==> src/rtl/dsf_pkg.sv <==
package dsf_pkg;

  typedef enum logic {
    PIN_SPI = 1'b0,
    PIN_I2C = 1'b1
  } pin_mode_e;

  typedef enum logic {
    FLD_MODE   = 1'b0,
    FLD_ENABLE = 1'b1
  } cfg_field_e;

  // Level of one device pin.
  function automatic logic pin_level(logic is_i2c, logic en, logic scl,
                                     logic sel_n, logic hit);
    logic lvl;
    if (is_i2c) lvl = scl & en;
    else        lvl = ~(~sel_n & hit);
    return lvl;
  endfunction

  // Start: SDA falls while SCL is high on both samples.
  function automatic logic is_start(logic scl_p, logic sda_p, logic scl, logic sda);
    return scl_p & scl & sda_p & ~sda;
  endfunction

  // Stop: SDA rises while SCL is high on both samples.
  function automatic logic is_stop(logic scl_p, logic sda_p, logic scl, logic sda);
    return scl_p & scl & ~sda_p & sda;
  endfunction

endpackage

==> src/rtl/dsf_bus_monitor.sv <==
module dsf_bus_monitor (
  input  logic clk,
  input  logic rst_n,
  input  logic scl,
  input  logic sda,
  output logic start_evt,
  output logic stop_evt,
  output logic bus_busy
);
  import dsf_pkg::*;

  logic scl_q, sda_q, busy_q;

  assign start_evt = is_start(scl_q, sda_q, scl, sda);
  assign stop_evt  = is_stop(scl_q, sda_q, scl, sda);
  assign bus_busy  = busy_q;

  always_ff @(posedge clk or negedge rst_n) begin
    if (!rst_n) begin
      scl_q  <= 1'b1;
      sda_q  <= 1'b1;
      busy_q <= 1'b0;
    end else begin
      scl_q <= scl;
      sda_q <= sda;
      if (start_evt)     busy_q <= 1'b1;
      else if (stop_evt) busy_q <= 1'b0;
    end
  end
endmodule

==> src/rtl/dsf_cfg_regs.sv <==
module dsf_cfg_regs #(
  parameter int NUM_PINS = 8
) (
  input  logic                clk,
  input  logic                rst_n,
  input  logic                wr,
  input  logic                field,
  input  logic [NUM_PINS-1:0] wdata,
  input  logic                commit_ok,
  output logic [NUM_PINS-1:0] mode_act,
  output logic [NUM_PINS-1:0] en_act
);
  import dsf_pkg::*;

  logic [NUM_PINS-1:0] mode_stg, en_stg;
  logic wr_mode, wr_en;

  assign wr_mode = wr & (field == FLD_MODE);
  assign wr_en   = wr & (field == FLD_ENABLE);

  // Staging side
  always_ff @(posedge clk or negedge rst_n) begin
    if (!rst_n) begin
      mode_stg <= '0;
      en_stg   <= '0;
    end else begin
      if (wr_mode) mode_stg <= wdata;
      if (wr_en)   en_stg   <= wdata;
    end
  end

  // Applied side, copied only while both buses rest
  always_ff @(posedge clk or negedge rst_n) begin
    if (!rst_n) begin
      mode_act <= '0;
      en_act   <= '0;
    end else if (commit_ok) begin
      mode_act <= mode_stg;
      en_act   <= en_stg;
    end
  end
endmodule

==> src/rtl/dsf_pin_mux.sv <==
module dsf_pin_mux #(
  parameter  int NUM_PINS = 8,
  localparam int IDX_W    = (NUM_PINS > 1) ? $clog2(NUM_PINS) : 1
) (
  input  logic [NUM_PINS-1:0] mode_act,
  input  logic [NUM_PINS-1:0] en_act,
  input  logic                scl,
  input  logic                sel_n,
  input  logic [IDX_W-1:0]    dev,
  output logic [NUM_PINS-1:0] pins
);
  import dsf_pkg::*;

  for (genvar i = 0; i < NUM_PINS; i++) begin : g_pin
    logic hit;
    assign hit     = (dev == IDX_W'(i));
    assign pins[i] = pin_level(mode_act[i] == PIN_I2C, en_act[i], scl, sel_n, hit);
  end
endmodule

==> src/rtl/dev_sel_fanout.sv <==
module dev_sel_fanout #(
  parameter  int NUM_PINS = 8,
  localparam int IDX_W    = (NUM_PINS > 1) ? $clog2(NUM_PINS) : 1
) (
  input  logic                  clk,
  input  logic                  rst_n,
  input  logic                  spi_sel_n,
  input  logic [IDX_W-1:0]      spi_dev,
  input  logic                  i2c_scl,
  input  logic                  i2c_sda,
  input  logic                  cfg_wr,
  input  logic                  cfg_field,
  input  logic [NUM_PINS-1:0]   cfg_wdata,
  output logic [2*NUM_PINS-1:0] cfg_rdata,
  output logic [NUM_PINS-1:0]   pin_out
);

  logic                start_evt, stop_evt, i2c_busy;
  logic                spi_idle, i2c_idle, commit_ok;
  logic [NUM_PINS-1:0] mode_act, en_act;

  dsf_bus_monitor u_mon (
    .clk       (clk),
    .rst_n     (rst_n),
    .scl       (i2c_scl),
    .sda       (i2c_sda),
    .start_evt (start_evt),
    .stop_evt  (stop_evt),
    .bus_busy  (i2c_busy)
  );

  assign spi_idle  = spi_sel_n;
  assign i2c_idle  = ~i2c_busy & ~start_evt;
  assign commit_ok = spi_idle & i2c_idle;

  dsf_cfg_regs #(.NUM_PINS(NUM_PINS)) u_cfg (
    .clk       (clk),
    .rst_n     (rst_n),
    .wr        (cfg_wr),
    .field     (cfg_field),
    .wdata     (cfg_wdata),
    .commit_ok (commit_ok),
    .mode_act  (mode_act),
    .en_act    (en_act)
  );

  dsf_pin_mux #(.NUM_PINS(NUM_PINS)) u_mux (
    .mode_act (mode_act),
    .en_act   (en_act),
    .scl      (i2c_scl),
    .sel_n    (spi_sel_n),
    .dev      (spi_dev),
    .pins     (pin_out)
  );

  assign cfg_rdata = {en_act, mode_act};

endmodule

==> config.mk <==
export PLATFORM = sky130hd
export DESIGN_NAME = dev_sel_fanout
export DESIGN_NICKNAME = d
export VERILOG_FILES = /design/src/rtl/dsf_pkg.sv /design/src/rtl/dsf_bus_monitor.sv /design/src/rtl/dsf_cfg_regs.sv /design/src/rtl/dsf_pin_mux.sv /design/src/rtl/dev_sel_fanout.sv
export SDC_FILE = /design/constraint.sdc
export NUM_CORES = 1
export LEC_CHECK = 0
export BUFFER_PORTS_ARGS = -buffer_cell sky130_fd_sc_hd__buf_2
export CAP_MARGIN = 20
export CORE_MARGIN = 5
export CORE_UTILIZATION = 34
export CTS_BUF_LIST = sky130_fd_sc_hd__clkbuf_4 sky130_fd_sc_hd__clkbuf_8
export DETAILED_ROUTE_END_ITERATION = 10
export GPL_TIMING_DRIVEN = 0
export HOLD_SLACK_MARGIN = 0.1
export PLACE_DENSITY_LB_ADDON = 0.08
export SLEW_MARGIN = 20
export SYNTH_ARGS = -nofsm -noshare
export SYNTH_HDL_FRONTEND = slang
export SYNTH_SLANG_ARGS = --single-unit
==> constraint.sdc <==
create_clock -name clk -period 2.7 [get_ports clk]
set_input_delay 0.81 -clock clk [delete_from_list [all_inputs] [get_ports clk]]
set_output_delay 0.81 -clock clk [all_outputs]
set_load 0.03 [all_outputs]
==> impl_results.md <==
* Initial antenna violation count at 0
* DRT Pass-1 Iters at 3
* CTS tree: done
* Io pins at 42
* First-pass GRT wire length at 5.616 mm
* Placed cell count at 200
* Final period util at 0.9090
* WL final at 3.317 mm
* Share of layout cells above drive strength 1 at 0.5641
* Chip Width at 76.76 um
* Setup violations, final at 0
* Xor and xnor area share after synthesis at 0
* DRT antenna net count at 0
* Synth Area in Adders at 0
* Clock Latency Late Sink at 0.28 ns
* DIE AREA at 5891 sq um
* Total track usage at 0.1230
* Largest net degree at the start of global routing at 36
* DRC Markers at 0
* Largest family of logic cells by synthesized area: multiplexers
* Maximum vdd ir drop at 0.2830 mV
* Via density at 4.788
* Num CTS Buffers at 5
* HPWL Detailed at 2.441 mm
* Fill cells at 424
* Leakage at 0.8849 nW
* Vias after detailed routing at 996
* Finished Layout Cells at 208
* Worst Path Arrival at 1.64 ns
* Post-synthesis simple-gate area fraction at 0.1073
* Status: complete, no violations
* Hold_buf cts at 0
* Area of the multi-input gates at 611.8 sq um
* Critical path endpoint category: primary output
* Net count reported at finish at 173
* Max-cap violations at 0
* Clk pin slew, worst setup/hold paths at 0.06 ns
* Mean Syn Cell Area at 14.16 sq um
* # clock sinks at 35
* Most frequent cells in the layout: buf_2 (43), dfrtp_1 (33), mux2_2 (22)
* Mapped Cells at 107
* # Post-CTS Setup Buffers at 0
* Minimum clock period at 2.454 ns
* P&R area growth vs syn at 23.86%
* CP startpoint kind: input pin
* Die Height at 76.76 um
* Max_slew headroom at 0.4894
* Clock skew at 0.002627 ns
* Post-Syn Area at 1515 sq um
* Compound-Gate Fraction of Synth Area at 0.03386
* Drt wl/cell at 15.95 um
* Root buf cell: clkbuf_8
* Post-Syn Nets at 125
* Yosys cell types at 19
* Worst path required time at 1.89 ns
* Commonest non-fill, non-tap cell in the layout: buf_2
* Port bufs at 41
* Unrepaired setup endpoints after global routing: false
* Hold Slack at 0.5033 ns
* Max Transition Viols Final at 0
* Register area share after synthesis at 0.5797
* Synth warn at 0
* H-tree level count at 2
* Total negative slack at 0 ns
* FF+latch area at 878.3 sq um
* N_diodes at 0
* Initial core utilization at 0.3504
* Worst Hold Class: register to register
* 1st-iter DRT viols at 31
* Post-synthesis mux area share at 0.2626
* Yosys reg bits at 35
* Resized Gates After CTS at 0
* Slew @ Worst Pin at 0.7659 ns
* Placer congestion estimate at 0.7229
* Row count at 24
* Fin. Hold Viols at 0
* CP Class: input pin to primary output
* Core area at 4324 sq um
* Clock Tree Buf Depth at 2
* Crit path max fanout at 6
* Vias in the first global route at 1112
* Total gr overflow at 0
* Max Fclk at 407.5 MHz
* P per Cell Area at 844.4 nW/um^2
==> per-stage QoR <==
stage               power, mW  setup slack (ns)  cell area (sq um)  utilization
CTS                     1.608            0.2368               1877       0.4340
global route            1.675            0.1038               1877       0.4340
floorplan               1.050            0.2111               1515            -
finish                  1.585            0.2457               1877       0.4340
global placement        1.209            0.2456               1785       0.4129
detailed placement      1.221            0.2378               1785       0.4129
==> area by class of cell <==
class | instances | area share
buffer | 3 | 0.01133
clock buffer | 8 | 0.04867
inverter | 1 | 0.002000
multi-input combinational | 68 | 0.3260
sequential | 35 | 0.4680
tap | 52 | 0.03467
timing repair buffer | 41 | 0.1093
==> state kept, by name, summed over array words and instances, names as in the netlist <==
name            count
u_cfg.en_act        8
u_cfg.en_stg        8
u_cfg.mode_act      8
u_cfg.mode_stg      8
u_mon.bus_busy      1
u_mon.scl_q         1
u_mon.sda_q         1
==> critical path: stages <==
cell	delay [ns]
buf_2	0.14
nand2b_1	0.20
nor3_1	0.24
a21oi_1	0.07
buf_2	0.18
==> path summary, 6_finish.rpt <==
kind | startpoint | end | slack (ns) | cells past startpoint
worst min register to register | u_cfg.mode_stg[4] | u_cfg.mode_act[4] | 0.50 | 1
min in group asynchronous | rst_n | u_cfg.en_stg[4] | 0.60 | 1
worst min-delay path | u_cfg.mode_stg[4] | u_cfg.mode_act[4] | 0.50 | 1
worst max register to register | u_mon.scl_q | u_cfg.en_act[7] | 1.21 | 4
worst max-delay path | spi_sel_n | pin_out[5] | 0.25 | 5
max in group asynchronous | rst_n | u_cfg.mode_stg[4] | 1.62 | 1
==> cells in the mapped netlist <==
master,instances,area [sq um]
nand4b_4,1,23.77
mux2_2,22,247.7
nand2b_1,3,18.77
buf_6,1,11.26
a21oi_1,4,20.02
buf_2,2,10.01
nand3b_4,1,20.02
o21ai_0,5,25.02
a31oi_1,1,6.260
inv_1,1,3.750
nand3_1,6,30.03
dfstp_2,2,52.55
dfrtp_1,33,825.8
nand2_1,5,18.77
nor4_1,1,6.260
nor3_1,7,35.03
nor2b_1,1,6.260
nor2_1,1,3.750
mux2_4,10,150.1
==> where the power goes <==
| part | internal [mW] | switching [mW] | leakage [nW] |
|---|---|---|---|
| Clock | 0.213 | 0.169 | 0.0498 |
| Sequential | 0.624 | 0.0738 | 0.411 |
| Combinational | 0.196 | 0.309 | 0.424 |
| Total | 1.03 | 0.552 | 0.885 |
==> logic make-up (layout without fill, tap and decap cells) <==
logic type	Yosys count	after routing
muxes	32	32
AOI/OAI and AO/OA	10	10
DFF	35	35
and+or+nand+nor	26	26
buffers and inverters	4	53
==> layer usage <==
metal	vias to the layer above	GRT usage	wire, um
li1	479	-	-
met1	483	0.1557	1509
met2	29	0.1817	1513
met3	5	0.05738	243
met4	0	0.04720	51
met5	-	0	0
Note: power is estimated with default switching activity, not from simulation.
